## config.mk

```make
export PLATFORM = sky130hd
export DESIGN_NAME = ptw_walker
export DESIGN_NICKNAME = d
export VERILOG_FILES = /design/src/rtl/ptw_pkg.sv /design/src/rtl/ptw_ctrl.sv /design/src/rtl/ptw_dpath.sv /design/src/rtl/ptw_walker.sv
export SDC_FILE = /design/constraint.sdc
export NUM_CORES = 1
export LEC_CHECK = 0
export BUFFER_PORTS_ARGS = -buffer_cell sky130_fd_sc_hd__buf_2
export CAP_MARGIN = 20
export CORE_MARGIN = 3
export CORE_UTILIZATION = 55
export DETAILED_ROUTE_END_ITERATION = 6
export PLACE_DENSITY = 0.84
export REMOVE_ABC_BUFFERS = 1
export SLEW_MARGIN = 0
export SYNTH_ARGS = -nofsm -noshare
export SYNTH_HDL_FRONTEND = slang
export SYNTH_SLANG_ARGS = --single-unit
```

## constraint.sdc

```tcl
create_clock -name clk -period 8.3 [get_ports clk]
set_input_delay 1.66 -clock clk [delete_from_list [all_inputs] [get_ports clk]]
set_output_delay 1.66 -clock clk [all_outputs]
set_load 0.1 [all_outputs]
```

## src/rtl/ptw_pkg.sv

```systemverilog
package ptw_pkg;
  localparam int VA_W = 32;
  localparam int PA_W = 36;
  localparam int ROOT_W = 28;
  localparam int CODE_W = 10;
  localparam int REF_BIT = 5;
  localparam int MOD_BIT = 6;

  typedef enum logic [1:0] {
    DT_INV = 2'd0,
    DT_PTR = 2'd1,
    DT_PTE = 2'd2,
    DT_RSV = 2'd3
  } descType_t;

  typedef enum logic [1:0] {
    ST_IDLE,
    ST_FETCH,
    ST_WBACK,
    ST_FINISH
  } walkState_t;

  typedef struct packed {
    logic ldStart;
    logic ldNext;
    logic ldPte;
    logic finOk;
    logic finFault;
    logic faultRsv;
    logic finBypass;
  } ptwStrobe_t;
endpackage

```

## src/rtl/ptw_ctrl.sv

```systemverilog
module ptw_ctrl
  import ptw_pkg::*;
(
  input  logic       clk,
  input  logic       rst,
  input  logic       startReq,
  input  logic       mmuEnable,
  input  logic       memReady,
  input  logic [1:0] descBits,
  input  logic [1:0] lvl,
  input  logic       wbNeedNow,
  output ptwStrobe_t stb,
  output logic       memReqValid,
  output logic       memWrite,
  output logic       busy
);
  walkState_t state, stateNext;
  descType_t  dType;
  logic       atCtx, atLast;

  assign dType  = descType_t'(descBits);
  assign atCtx  = (lvl == 2'd0);
  assign atLast = (lvl == 2'd3);

  always_comb begin
    stb         = '0;
    stateNext   = state;
    memReqValid = 1'b0;
    memWrite    = 1'b0;
    unique case (state)
      ST_IDLE: begin
        if (startReq) begin
          if (!mmuEnable) begin
            stb.finBypass = 1'b1;
          end else begin
            stb.ldStart = 1'b1;
            stateNext   = ST_FETCH;
          end
        end
      end
      ST_FETCH: begin
        memReqValid = 1'b1;
        if (memReady) begin
          if (dType == DT_PTR && !atLast) begin
            stb.ldNext = 1'b1;
          end else if (dType == DT_PTE && !atCtx) begin
            stb.ldPte = 1'b1;
            stateNext = wbNeedNow ? ST_WBACK : ST_FINISH;
          end else begin
            stb.finFault = 1'b1;
            stb.faultRsv = (dType != DT_INV);
            stateNext    = ST_IDLE;
          end
        end
      end
      ST_WBACK: begin
        memReqValid = 1'b1;
        memWrite    = 1'b1;
        if (memReady) stateNext = ST_FINISH;
      end
      ST_FINISH: begin
        stb.finOk = 1'b1;
        stateNext = ST_IDLE;
      end
      default: stateNext = ST_IDLE;
    endcase
  end

  always_ff @(posedge clk) begin
    if (rst) state <= ST_IDLE;
    else     state <= stateNext;
  end

  assign busy = (state != ST_IDLE);

  assert_busy_from_start_R9: assert property (@(posedge clk) disable iff (rst)
    $rose(busy) |-> $past(startReq));
  assert_write_only_in_wb_R7: assert property (@(posedge clk) disable iff (rst)
    memWrite |-> memReqValid && busy);
endmodule

```

## src/rtl/ptw_dpath.sv

```systemverilog
module ptw_dpath
  import ptw_pkg::*;
#(
  parameter int CTX_W = 8
) (
  input  logic              clk,
  input  logic              rst,
  input  ptwStrobe_t        stb,
  input  logic [VA_W-1:0]   vaddr,
  input  logic              isWrite,
  input  logic [ROOT_W-1:0] ctxTablePtr,
  input  logic [CTX_W-1:0]  ctxNum,
  input  logic [31:0]       memRdata,
  output logic [1:0]        lvl,
  output logic              wbNeedNow,
  output logic [31:0]       memAddr,
  output logic [31:0]       memWdata,
  output logic              done,
  output logic              fault,
  output logic [CODE_W-1:0] faultCode,
  output logic [31:0]       pteOut,
  output logic [4:0]        offWidth,
  output logic [PA_W-1:0]   physAddr,
  output logic              fullPerm
);
  localparam int PAD_W = 32 - CTX_W - 2;

  logic [31:0]     addrReg, vaReg, pteReg;
  logic            isWrReg;
  logic [31:0]     ctxAddr, nextBase, nextIdx, pteUpd;
  logic [31:0]     lvlOff [4];
  logic [4:0]      lvlW   [4];
  logic [PA_W-1:0] frameBase;

  assign ctxAddr  = {ctxTablePtr, 4'h0} + {{PAD_W{1'b0}}, ctxNum, 2'b00};
  assign nextBase = {memRdata[27:2], 6'b0};

  always_comb begin
    unique case (lvl)
      2'd0:    nextIdx = {22'b0, vaReg[31:24], 2'b00};
      2'd1:    nextIdx = {24'b0, vaReg[23:18], 2'b00};
      default: nextIdx = {24'b0, vaReg[17:12], 2'b00};
    endcase
  end

  assign pteUpd    = memRdata | (32'd1 << REF_BIT) | (isWrReg ? (32'd1 << MOD_BIT) : 32'd0);
  assign wbNeedNow = (pteUpd != memRdata);

  for (genvar g = 0; g < 4; g++) begin : g_lvl
    if (g == 0) begin : g_none
      assign lvlOff[g] = '0;
      assign lvlW[g]   = '0;
    end else begin : g_page
      localparam int OW = 30 - 6 * g;
      assign lvlOff[g] = {{(32 - OW){1'b0}}, vaReg[OW-1:0]};
      assign lvlW[g]   = 5'(OW);
    end
  end

  assign frameBase = {pteReg[31:8], 12'h000};

  always_ff @(posedge clk) begin
    if (rst) begin
      addrReg <= '0; vaReg <= '0; pteReg <= '0; isWrReg <= 1'b0; lvl <= '0;
      done <= 1'b0; fault <= 1'b0; faultCode <= '0; pteOut <= '0;
      offWidth <= '0; physAddr <= '0; fullPerm <= 1'b0;
    end else begin
      done <= 1'b0;
      if (stb.ldStart) begin
        vaReg   <= vaddr;
        isWrReg <= isWrite;
        addrReg <= ctxAddr;
        lvl     <= 2'd0;
        fault   <= 1'b0;
      end
      if (stb.ldNext) begin
        addrReg <= nextBase + nextIdx;
        lvl     <= lvl + 2'd1;
      end
      if (stb.ldPte) pteReg <= pteUpd;
      if (stb.finOk) begin
        done     <= 1'b1;
        fault    <= 1'b0;
        fullPerm <= 1'b0;
        pteOut   <= pteReg;
        offWidth <= lvlW[lvl];
        physAddr <= frameBase + {{(PA_W - 32){1'b0}}, lvlOff[lvl]};
      end
      if (stb.finFault) begin
        done      <= 1'b1;
        fault     <= 1'b1;
        fullPerm  <= 1'b0;
        faultCode <= {lvl, 3'b000, (stb.faultRsv ? 3'd4 : 3'd1), 2'b00};
        pteOut    <= '0;
        offWidth  <= '0;
        physAddr  <= '0;
      end
      if (stb.finBypass) begin
        done     <= 1'b1;
        fault    <= 1'b0;
        fullPerm <= 1'b1;
        pteOut   <= '0;
        offWidth <= '0;
        physAddr <= {{(PA_W - VA_W){1'b0}}, vaddr};
      end
    end
  end

  assign memAddr  = addrReg;
  assign memWdata = pteReg;

  assert_fault_code_shape_R5: assert property (@(posedge clk) disable iff (rst)
    fault |-> (faultCode[7:5] == 3'b0) && (faultCode[1:0] == 2'b0) &&
              ((faultCode[4:2] == 3'd1) || (faultCode[4:2] == 3'd4)));
  assert_page_width_R4: assert property (@(posedge clk) disable iff (rst)
    (done && !fault && !fullPerm) |->
      (offWidth == 5'd12 || offWidth == 5'd18 || offWidth == 5'd24));
endmodule

```

## src/rtl/ptw_walker.sv

```systemverilog
module ptw_walker
  import ptw_pkg::*;
#(
  parameter int CTX_W = 8
) (
  input  logic              clk,
  input  logic              rst,
  input  logic              startReq,
  input  logic              mmuEnable,
  input  logic              isWrite,
  input  logic [31:0]       vaddr,
  input  logic [27:0]       ctxTablePtr,
  input  logic [CTX_W-1:0]  ctxNum,
  output logic              busy,
  output logic              done,
  output logic              fault,
  output logic [9:0]        faultCode,
  output logic [31:0]       pteOut,
  output logic [4:0]        offWidth,
  output logic [35:0]       physAddr,
  output logic              fullPerm,
  output logic              memReqValid,
  output logic              memWrite,
  output logic [31:0]       memAddr,
  output logic [31:0]       memWdata,
  input  logic              memReady,
  input  logic [31:0]       memRdata
);
  ptwStrobe_t stb;
  logic [1:0] lvl;
  logic       wbNeedNow;

  ptw_ctrl u_ctrl (
    .clk(clk), .rst(rst), .startReq(startReq), .mmuEnable(mmuEnable),
    .memReady(memReady), .descBits(memRdata[1:0]), .lvl(lvl),
    .wbNeedNow(wbNeedNow), .stb(stb), .memReqValid(memReqValid),
    .memWrite(memWrite), .busy(busy)
  );

  ptw_dpath #(.CTX_W(CTX_W)) u_dpath (
    .clk(clk), .rst(rst), .stb(stb), .vaddr(vaddr), .isWrite(isWrite),
    .ctxTablePtr(ctxTablePtr), .ctxNum(ctxNum), .memRdata(memRdata),
    .lvl(lvl), .wbNeedNow(wbNeedNow), .memAddr(memAddr), .memWdata(memWdata),
    .done(done), .fault(fault), .faultCode(faultCode), .pteOut(pteOut),
    .offWidth(offWidth), .physAddr(physAddr), .fullPerm(fullPerm)
  );

  assert_bypass_no_mem_R1: assert property (@(posedge clk) disable iff (rst)
    (startReq && !busy && !mmuEnable) |=> done && fullPerm && !memReqValid);
  assert_req_hold_R11: assert property (@(posedge clk) disable iff (rst)
    (memReqValid && !memReady) |=> memReqValid && $stable(memAddr) && $stable(memWrite));
  assert_wb_marks_ref_R7: assert property (@(posedge clk) disable iff (rst)
    (memReqValid && memWrite) |-> memWdata[5] && (memWdata[1:0] == 2'd2));
  assert_done_leaves_idle_R9: assert property (@(posedge clk) disable iff (rst)
    done |-> !busy);
endmodule

```

# == Word level (Yosys, flattened, before mapping) ==
# Index checks and enable logic that the tools add are counted.
# classes
muxes,51
bitwise_logic,2
add_sub_neg,4
eq_ne,13
order_cmp,1
n_reduce_logical,15
# op_table
operator,count
2-to-1 mux 32 bit,7
adder 32 x 10 -> 32 bit,2
binary-select mux 32 bit (select 2 bit),1
adder 36 x 32 -> 36 bit,1
!= test 32 bit,1
bitwise OR 32 bit,1
2-to-1 mux 2 bit,14
2-to-1 mux 1 bit,22
case mux 10 bit (2 select lines),1
binary-select mux 5 bit (select 2 bit),1
2-to-1 mux 5 bit,2
"!= test 2 bit, second input constant",5
"equality test 2 bit, second input constant",4
case mux 2 bit (4 select lines),1
2-to-1 mux 7 bit,1
"equality test 2 x 1 -> 1 bit, second input constant",3
nonzero test 2 bit,3
nonzero test 3 bit,2
AND reduction 5 bit,1
logical NOT 2 bit,2
OR reduction 2 bit,2
"greater-or-equal comparator 3 bit, second input constant",1
2-to-1 mux 3 bit,1
inverter 2 -> 3 bit,1
4 further kinds,6
# totals
ff_bits,182
in_bits,106

# == Depth between registers and ports, before layout ==
# Gate-level depths: netlist (run 1).
# depth
depth_word,9
mapped_depth,15

# == Cells and area by module ==
# From an unflattened synthesis (run 1), not the netlist that was laid out.
# unflattened
hier_cells,1068
hier_area_um2,9359.0
# by_module_without_submodules
mod,n_inst,area_each_um2,seq_area_each_um2,cells_per_inst
ptw_dpath,1,9108.7,3523.4,1035
ptw_ctrl,1,250.2,40.0,33

# == Least setup slack after synthesis (run 1) ==
# No wires, ideal clock.
# synth_path
path_type,input port to flip-flop
start,input ctxTablePtr[0]
end,"register u_dpath.addrReg[22], in the netlist u_dpath.memAddr[22]"
arrival_ps,3446
path_slack_ps,4759
path_stages,9
setup_ps,95
n_path_buf,0
path_cell_list,ha_1 inv_1 fa_1 and2b_1 o31ai_1 a211oi_2 nand4_1 xor2_1 a221oi_1
# synth_via
elab_chain_cells,3
# synth_rtl
element,line,text
from (decl),ptw_walker.sv:12,"input logic [27:0] ctxTablePtr,"
adder 32 x 10 -> 32 bit,ptw_dpath.sv:35,"assign ctxAddr = {ctxTablePtr, 4'h0} + {{PAD_W{1'b0}}, ctxNum, 2'b00};"
2-to-1 mux 32 bit,ptw_dpath.sv:69,if (stb.ldStart) begin
2-to-1 mux 32 bit,ptw_dpath.sv:76,if (stb.ldNext) begin
to (signal assigned),ptw_dpath.sv:72,addrReg <= ctxAddr;
to (signal assigned),ptw_dpath.sv:77,addrReg <= nextBase + nextIdx;
to (decl),ptw_dpath.sv:28,"logic [31:0] addrReg, vaReg, pteReg;"
# No other way between the ends. The select of a mux whose other input is x is not followed.
# A chain may end at the register's enable or synchronous reset.

# == Worst setup path after layout (run 1) ==
# layout_path
start,register u_dpath.lvl[0]
end,"register u_dpath.addrReg[16], in the netlist u_dpath.memAddr[16]"
# layout_via
elab_chain_cells,7
word_cells_on_any_way,12
# layout_rtl
element,line,text
from (decl),ptw_dpath.sv:14,"output logic [1:0] lvl,"
from (signal assigned),ptw_dpath.sv:78,lvl <= lvl + 2'd1;
"parallel branches: the longest is 7 deep, another holds adder 32 x 10 -> 32 bit",--,
# Several ways; the timed one is not identified.

==> results of run 1 <==
## flip-flops by register name, indices dropped and copies added (netlist names), 2 cells and up, named ones only
signal / count
u_dpath.faultCode: 4
u_dpath.lvl: 2
u_dpath.memAddr: 30
u_dpath.memWdata: 32
u_dpath.offWidth: 4
u_dpath.physAddr: 36
u_dpath.pteOut: 32
u_dpath.vaReg: 32
## how the worst max path moves through the flow
stage,to,slack (ns)
after global routing,u_dpath.memAddr[14]$_SDFFE_PP0P_,4.11
after detailed placement,u_dpath.memAddr[23]$_SDFFE_PP0P_,4.24
final,u_dpath.memAddr[16]$_SDFFE_PP0P_,4.42
after CTS,u_dpath.memAddr[16]$_SDFFE_PP0P_,4.45
after global placement,u_dpath.physAddr[26]$_SDFFE_PP0P_,4.32
after floorplan,u_dpath.memAddr[23]$_SDFFE_PP0P_,4.40
## worst max-delay path, stage by stage (launching register included)
cell and delay (ns):
dfxtp_1 0.68, inv_1 0.22, ha_1 0.40, nor2_1 0.43, nand2_1 0.11, nand2_1 0.11
ha_1 0.20, inv_1 0.07, fa_1 0.40, nor2b_1 0.17, o21a_1 0.24, nor2_1 0.10
nor2_1 0.17, xnor2_1 0.10, a2111oi_0 0.37
## final cells by class
type / count / share of cell area
Clock buffer: 19 / 0.0387
Timing Repair Buffer: 258 / 0.121
Clock inverter: 12 / 0.0142
Tap cell: 216 / 0.0242
Multi-Input combinational cell: 865 / 0.472
Sequential cell: 178 / 0.319
Inverter: 31 / 0.0104
Antenna cell: 4 / 0.000895
## stage by stage
step | instances | area [um^2] | hold WS (ns) | power, mW | util
finish | 1583 | 11200 | 0.449 | 2.15 | 0.691
global route | 1581 | 11200 | 0.479 | 2.22 | 0.691
CTS | 1577 | 11100 | 0.451 | 2.15 | 0.687
detailed placement | 1546 | 10500 | 0.445 | 1.35 | 0.651
global placement | 1546 | 10500 | 0.437 | 1.34 | 0.651
floorplan | 1074 | 8930 | 0.426 | 1.23 | -
## power by group through the flow
stage / clock network, mW / logic (mW) / registers (mW)
after global placement: 0 / 0.418 / 0.924
after CTS: 0.818 / 0.425 / 0.906
after global routing: 0.856 / 0.452 / 0.909
after floorplan: 0 / 0.140 / 1.09
after detailed placement: 0 / 0.423 / 0.925
final: 0.815 / 0.428 / 0.906
## metal layers
layer,vias up,GRT usage
met5,-,0
met4,0,0.125
met3,68,0.0624
met2,514,0.489
met1,4420,0.403
li1,4441,-
## cells by family (layout without fill, tap and decap cells)
kind of cell / Yosys count / count (layout) / share of synthesized area
AND/OR/NAND/NOR: 441 / 441 / 0.215
multiplexers: 39 / 39 / 0.0425
adder cells (fa/ha/maj): 34 / 34 / 0.0484
other: 1 / 13 / 0.000405
AO/OA/AOI/OAI: 287 / 287 / 0.206
flip-flops: 178 / 178 / 0.385
buffers and inverters: 106 / 320 / 0.0509
XOR/XNOR: 55 / 55 / 0.0521
## cells in the final DEF (no fill, tap or decap), drive strengths merged, types with 7 or more instances in the layout
master / Yosys / layout
nand2: 191 / 191
xnor2: 30 / 30
and2: 12 / 12
conb: 1 / 9
dfxtp: 178 / 178
nand3: 29 / 29
nand4: 15 / 15
xor2: 25 / 25
and3: 16 / 16
a211oi: 21 / 21
a221oi: 20 / 20
mux2i: 37 / 37
o211ai: 9 / 9
ha: 31 / 31
o21a: 8 / 8
inv: 31 / 32
nor3: 33 / 33
a31oi: 8 / 8
o21ai: 46 / 46
clkbuf: 45 / 19
o22ai: 10 / 10
buf: 30 / 258
nor2: 115 / 115
a21oi: 108 / 108
a21o: 7 / 7
==> metrics.yaml, run 1 <==
drt:
  drt-met1-wl_um: 11900
  routedWlPerCell_um: 18.3
  firstDrtPassIters: 6
  drtIter0Drc: 915
  drc: 0
  highest_layer: "met4"
  totalWireLength_um: 29000
  met3_wirelength_um: 2640
  vias: 9443
  dr_wl_met2_um: 13600
  ant_nets: 0
  routed_via_density: 5.97
layout:
  register_area_mm2: 0.00356
  syn_to_final_growth_pct: 20.9
  fillers: 1373
  multiInputGateArea_mm2: 0.00527
  drive_above_1_share: 0.231
  fin_nets: 1491
power:
  peakVddDrop_mv: 0.150
  power.share.sequential: 0.422
  p_clk_frac: 0.379
  powerDensity_mw_per_mm2: 192
  power_switching_mw: 0.698
  internal_power_mw: 1.45
  p_sw_frac: 0.325
  pwr-share-comb: 0.199
  leakage_nw: 4.66
yosys:
  synth-seq-cells: 178
  yosys-top-cells-area: "dfxtp_1 (39%), nand2_1 (7.7%), a21oi_1 (5.8%)"
  ys.flop_type: "dfxtp_1"
  yosys-top-cells-count: "nand2_1 (189), dfxtp_1 (178), nor2_1 (113)"
  synth_top_area_cell: "dfxtp_1"
  synth_most_common_cell: "nand2_1"
  async_reset_ff_frac: 0
  synth.distinct_cells: 77
  syn_area_mm2: 0.00925
  ys.warnings.count: 0
  yosysSeqAreaShare: 0.385
  synth-edff-count: 0
  synth_cells: 1141
  syn_area_per_cell_um2: 8.11
  synthDominantCellAreaShare: 0.385
critical_path:
  cp-startpoint: "u_dpath.lvl[0]$_SDFFE_PP0P_"
  critical_path_class: "reg -> reg"
  cp-end-kind: "flip-flop"
  r2r_cells: 14
  critical_path_required_ns: 8.61
  reg2reg_slack_ns: 4.42
  r2r-end: "u_dpath.memAddr[16]$_SDFFE_PP0P_"
  critPathMaxFanout: 13
  cp-start-kind: "flip-flop"
  cp.arrival_ns: 4.19
  reg2reg_from: "u_dpath.lvl[0]$_SDFFE_PP0P_"
grt:
  grt_start_max_net_pins: 67
  grt_pass1_vias: 8598
  grt_pass1_wl_um: 44600
  grt_antenna_before_repair: 2
  grt_overflow: 0
  grt_usage: 0.305
clock_tree:
  clock_path_buffers: 2
  h-tree-depth: 4
  path_clk_slew_ns: 0.06
  cts_buffers: 17
  postCtsHoldBufs: 0
  cts_sinks: 178
  cts-root-buf: "clkbuf_16"
  clk_latency_ns: 0.43
  cts_resized: 0
  tritoncts: "done"
  postCtsSetupBuffers: 0
job:
  maxCapViolCount: 0
sta:
  relSlewSlack: 0.321
  tns_ns: 0
  worst_pin_slew_ns: 1.02
  fin_crit_sh: 0.468
  finalCriticalPeriod_ns: 3.88
  clock_skew_ns: 0.00978
  hold_viol_final: 0
  drv_slew: 0
  setup_viol: 0
  rsz0062_at_grt: "no"
  fmax_mhz: 258
  layout_setup_ws_ns: 4.42
floorplan:
  rows: 46
  fp.dieH_um: 136
  fp.dieW_um: 136
  fp.dieArea_mm2: 0.0184
  core_area_mm2: 0.0162
  io_pins: 259
  start_util: 0.572
worst_hold_path:
  hold_path.class: "reg -> reg"
  min_from: "u_dpath.vaReg[31]$_SDFFE_PP0P_"
  min_path_cells: 2
  hold_end: "u_dpath.vaReg[31]$_SDFFE_PP0P_"
place:
  routabilityCongestion: 0.939
  portBuffers: 249
  hpwl_um: 20800
  dp_slack_ns: 4.24
outcome:
  outcome: "finished, final reports clean"
Note: power is estimated with default switching activity, not from simulation.
==> run 2: changes to the inputs <==
Settings changed: CORE_UTILIZATION 55 to 48, PLACE_DENSITY 0.84 to 0.77.
Clock period 8.3 ns to 3.5 ns, I/O delays scaled along.
==> run 2 against run 1 <==
Fmax grew 20%; clock power grew 120%; first-iteration DRC count shrank 27%; routed wire length grew 3.2%; critical path type unchanged.
==> metrics.yaml, run 2 (same netlist as run 1, synthesis figures left out) <==
critical_path:
  critical_path_required_ns: 3.81  # -4.80 ns
  path_cells: "inv_1 > ha_2 > nor2_4 > nand2_1 > nand2_1 > ha_1 > inv_1 > fa_1 > nor2b_1 > o21a_1 > o21ai_0 > xnor2_1 > nor2_1 > a2111oi_0"
  cp.arrival_ns: 3.54  # -0.65 ns
  critical_path_class: "reg -> reg"
  critPathMaxFanout: 10  # -3
  cp-end-kind: "flip-flop"
  cp-start-kind: "flip-flop"
  critPathMaxStageDelay_ns: 0.43  # -0.25 ns
  critPathSlowestCell: "dfxtp_1"
clock_tree:
  tritoncts: "done"
  cts_buffers: 17  # unchanged
  clk_latency_ns: 0.43  # about the same
  cts_sinks: 178  # unchanged
  cts-root-buf: "clkbuf_16"
  clock_path_buffers: 2  # unchanged
  path_clk_slew_ns: 0.07  # about the same
  h-tree-depth: 4  # unchanged
  postCtsHoldBufs: 0  # unchanged
layout:
  top_register: "u_dpath.physAddr"
  syn_to_final_growth_pct: 21.4
  final_common_cell: "buf_2"
  fin_nets: 1497  # +0.40%
  drive_above_1_share: 0.238  # +0.00685
  largest_reg_flops: 36  # unchanged
  design_area_mm2: 0.0112  # +0.42%
  layout_common_cells: "buf_2 (248), nand2_1 (189), dfxtp_1 (178), nor2_1 (110), a21oi_1 (107)"
drt:
  ant_nets: 0  # unchanged
  drtIter0Drc: 670  # -27%
  firstDrtPassIters: 6  # unchanged
  totalWireLength_um: 30000  # +3.2%
  drc: 0  # unchanged
  routedWlPerCell_um: 18.3  # -0.11%
  routed_via_density: 5.71  # -4.3%
  vias: 9338  # -1.1%
power:
  internal_power_mw: 3.33  # +130%
  peakVddDrop_mv: 0.303  # +100%
  power.share.sequential: 0.430  # +0.008
  pwr-share-comb: 0.206  # +0.007
  p_clk_frac: 0.365  # -0.014
  powerDensity_mw_per_mm2: 446  # +130%
  leakage_nw: 4.67  # +0.12%
  p_sw_frac: 0.336  # +0.0106
  power_switching_mw: 1.68  # +140%
sta:
  finalCriticalPeriod_ns: 3.23  # -0.652 ns
  clock_skew_ns: 0.0140  # +0.00426 ns
  layout_setup_ws_ns: 0.269  # -4.15 ns
  fmax_mhz: 310  # +20%
  rsz0062_at_grt: "no"
  hold_viol_final: 0  # unchanged
  drv_slew: 0  # unchanged
  relSlewSlack: 0.304  # -0.0169
  setup_viol: 0  # unchanged
  fin_crit_sh: 0.923  # +0.455
  worst_pin_slew_ns: 1.04  # +0.0226 ns
grt:
  grt_pass1_wl_um: 46000  # +3.2%
  grt_start_max_net_pins: 62  # -7.5%
  grt_overflow: 0  # unchanged
  grt_pass1_vias: 8681  # +0.97%
  grt_antenna_before_repair: 6  # +4
  grt_usage: 0.279  # -0.0260
place:
  placed_area_mm2: 0.0106  # +1.1%
  routabilityCongestion: 0.930  # -0.96%
  hpwl_um: 22100  # +6.5%
  dp_slack_ns: 0.111  # -4.13 ns
  portBuffers: 249  # unchanged
job:
  maxCapViolCount: 0  # unchanged
floorplan:
  fp.dieW_um: 145  # +6.7%
  fp.dieH_um: 145  # +6.7%
  start_util: 0.491  # -0.0807
  rows: 50  # +8.7%
  io_pins: 259  # unchanged
  fp.dieArea_mm2: 0.0210  # +14%
  core_area_mm2: 0.0188  # +16%
worst_hold_path:
  hold_path.class: "reg -> reg"
outcome:
  outcome: "finished, final reports clean"
==> run 2: cell count changes in the layout (fill, tap and decap cells not counted), sizes merged <==
| cell | previous run | this run |
|---|---|---|
| clkbuf | 19 | 20 |
| clkinv | 3 | 8 |
| diode | 4 | 5 |
| buf | 258 | 264 |
| bufinv | 3 | 1 |
| inv | 32 | 31 |
| clkinvlp | 5 | 3 |
==> run 2: what timing repair did <==
item,CTS,global route
hold endpoints to repair,0,0
buffers inserted,0,0
endpoints found under the setup margin,0,10
resized for setup,0,6
==> run 2: worst paths after layout <==
path	startpoint	endpoint	slack [ns]	cells after the start
worst max register to register	u_dpath.lvl[1]$_SDFFE_PP0P_	u_dpath.memAddr[14]$_SDFFE_PP0P_	0.27	14
worst min-delay path	u_dpath.vaReg[11]$_SDFFE_PP0P_	u_dpath.vaReg[11]$_SDFFE_PP0P_	0.45	2
worst max-delay path	u_dpath.lvl[1]$_SDFFE_PP0P_	u_dpath.memAddr[14]$_SDFFE_PP0P_	0.27	14
worst min register to register	u_dpath.vaReg[11]$_SDFFE_PP0P_	u_dpath.vaReg[11]$_SDFFE_PP0P_	0.45	2
==> run 2: metrics by stage <==
step	cells	power, mW	TNS (ns)	hold WS, ns	util
5_1_grt	1634	5.17	0	0.473	0.596
2_1_floorplan	1074	2.92	-0.0492	0.426	-
4_1_cts	1630	5.01	0	0.456	0.595
3_3_place_gp	1598	3.20	0	0.439	0.565
6_report	1635	5.00	0	0.453	0.596
3_5_place_dp	1598	3.21	0	0.446	0.565
==> run 2: power by group through the flow <==
| stage | registers, mW | clock network, mW | logic (mW) |
|---|---|---|---|
| 2_1_floorplan | 2.59 | 0 | 0.332 |
| 3_3_place_gp | 2.19 | 0 | 1.01 |
| 3_5_place_dp | 2.20 | 0 | 1.02 |
| 4_1_cts | 2.15 | 1.84 | 1.02 |
| 5_1_grt | 2.16 | 1.93 | 1.09 |
| 6_report | 2.15 | 1.83 | 1.03 |
==> run 2: per-layer routing <==
layer  wire length, um  track usage  vias to the layer above  part of all wire
met5                19            0                        -           0.00063
met1             12500        0.364                     4424              0.42
met4               957        0.113                        4             0.032
met3              2180       0.0526                       70             0.073
li1                  -            -                     4445                 -
met2             14300        0.456                      395              0.48
==> run 2: layout make-up <==
cell class / instances / area, um^2
fillers: 1729 / 7600
multi-input cells: 865 / 5290
flip-flops and latches: 178 / 3560
repair buffers: 264 / 1360
clock buffers: 20 / 447
well taps: 260 / 325
inverters: 31 / 116
clock inverters: 12 / 111
diodes: 5 / 12.5
==> run 2: critical path: cells and delay by family (launching register included) <==
family                     cells  cell delay, ns
AOI/OAI and AO/OA              3            0.81
and+or+nand+nor                5            0.55
DFF                            1            0.43
adders and majority gates      3            0.90
xor gates and xnor gates       1            0.15
buffers and inverters          2            0.27
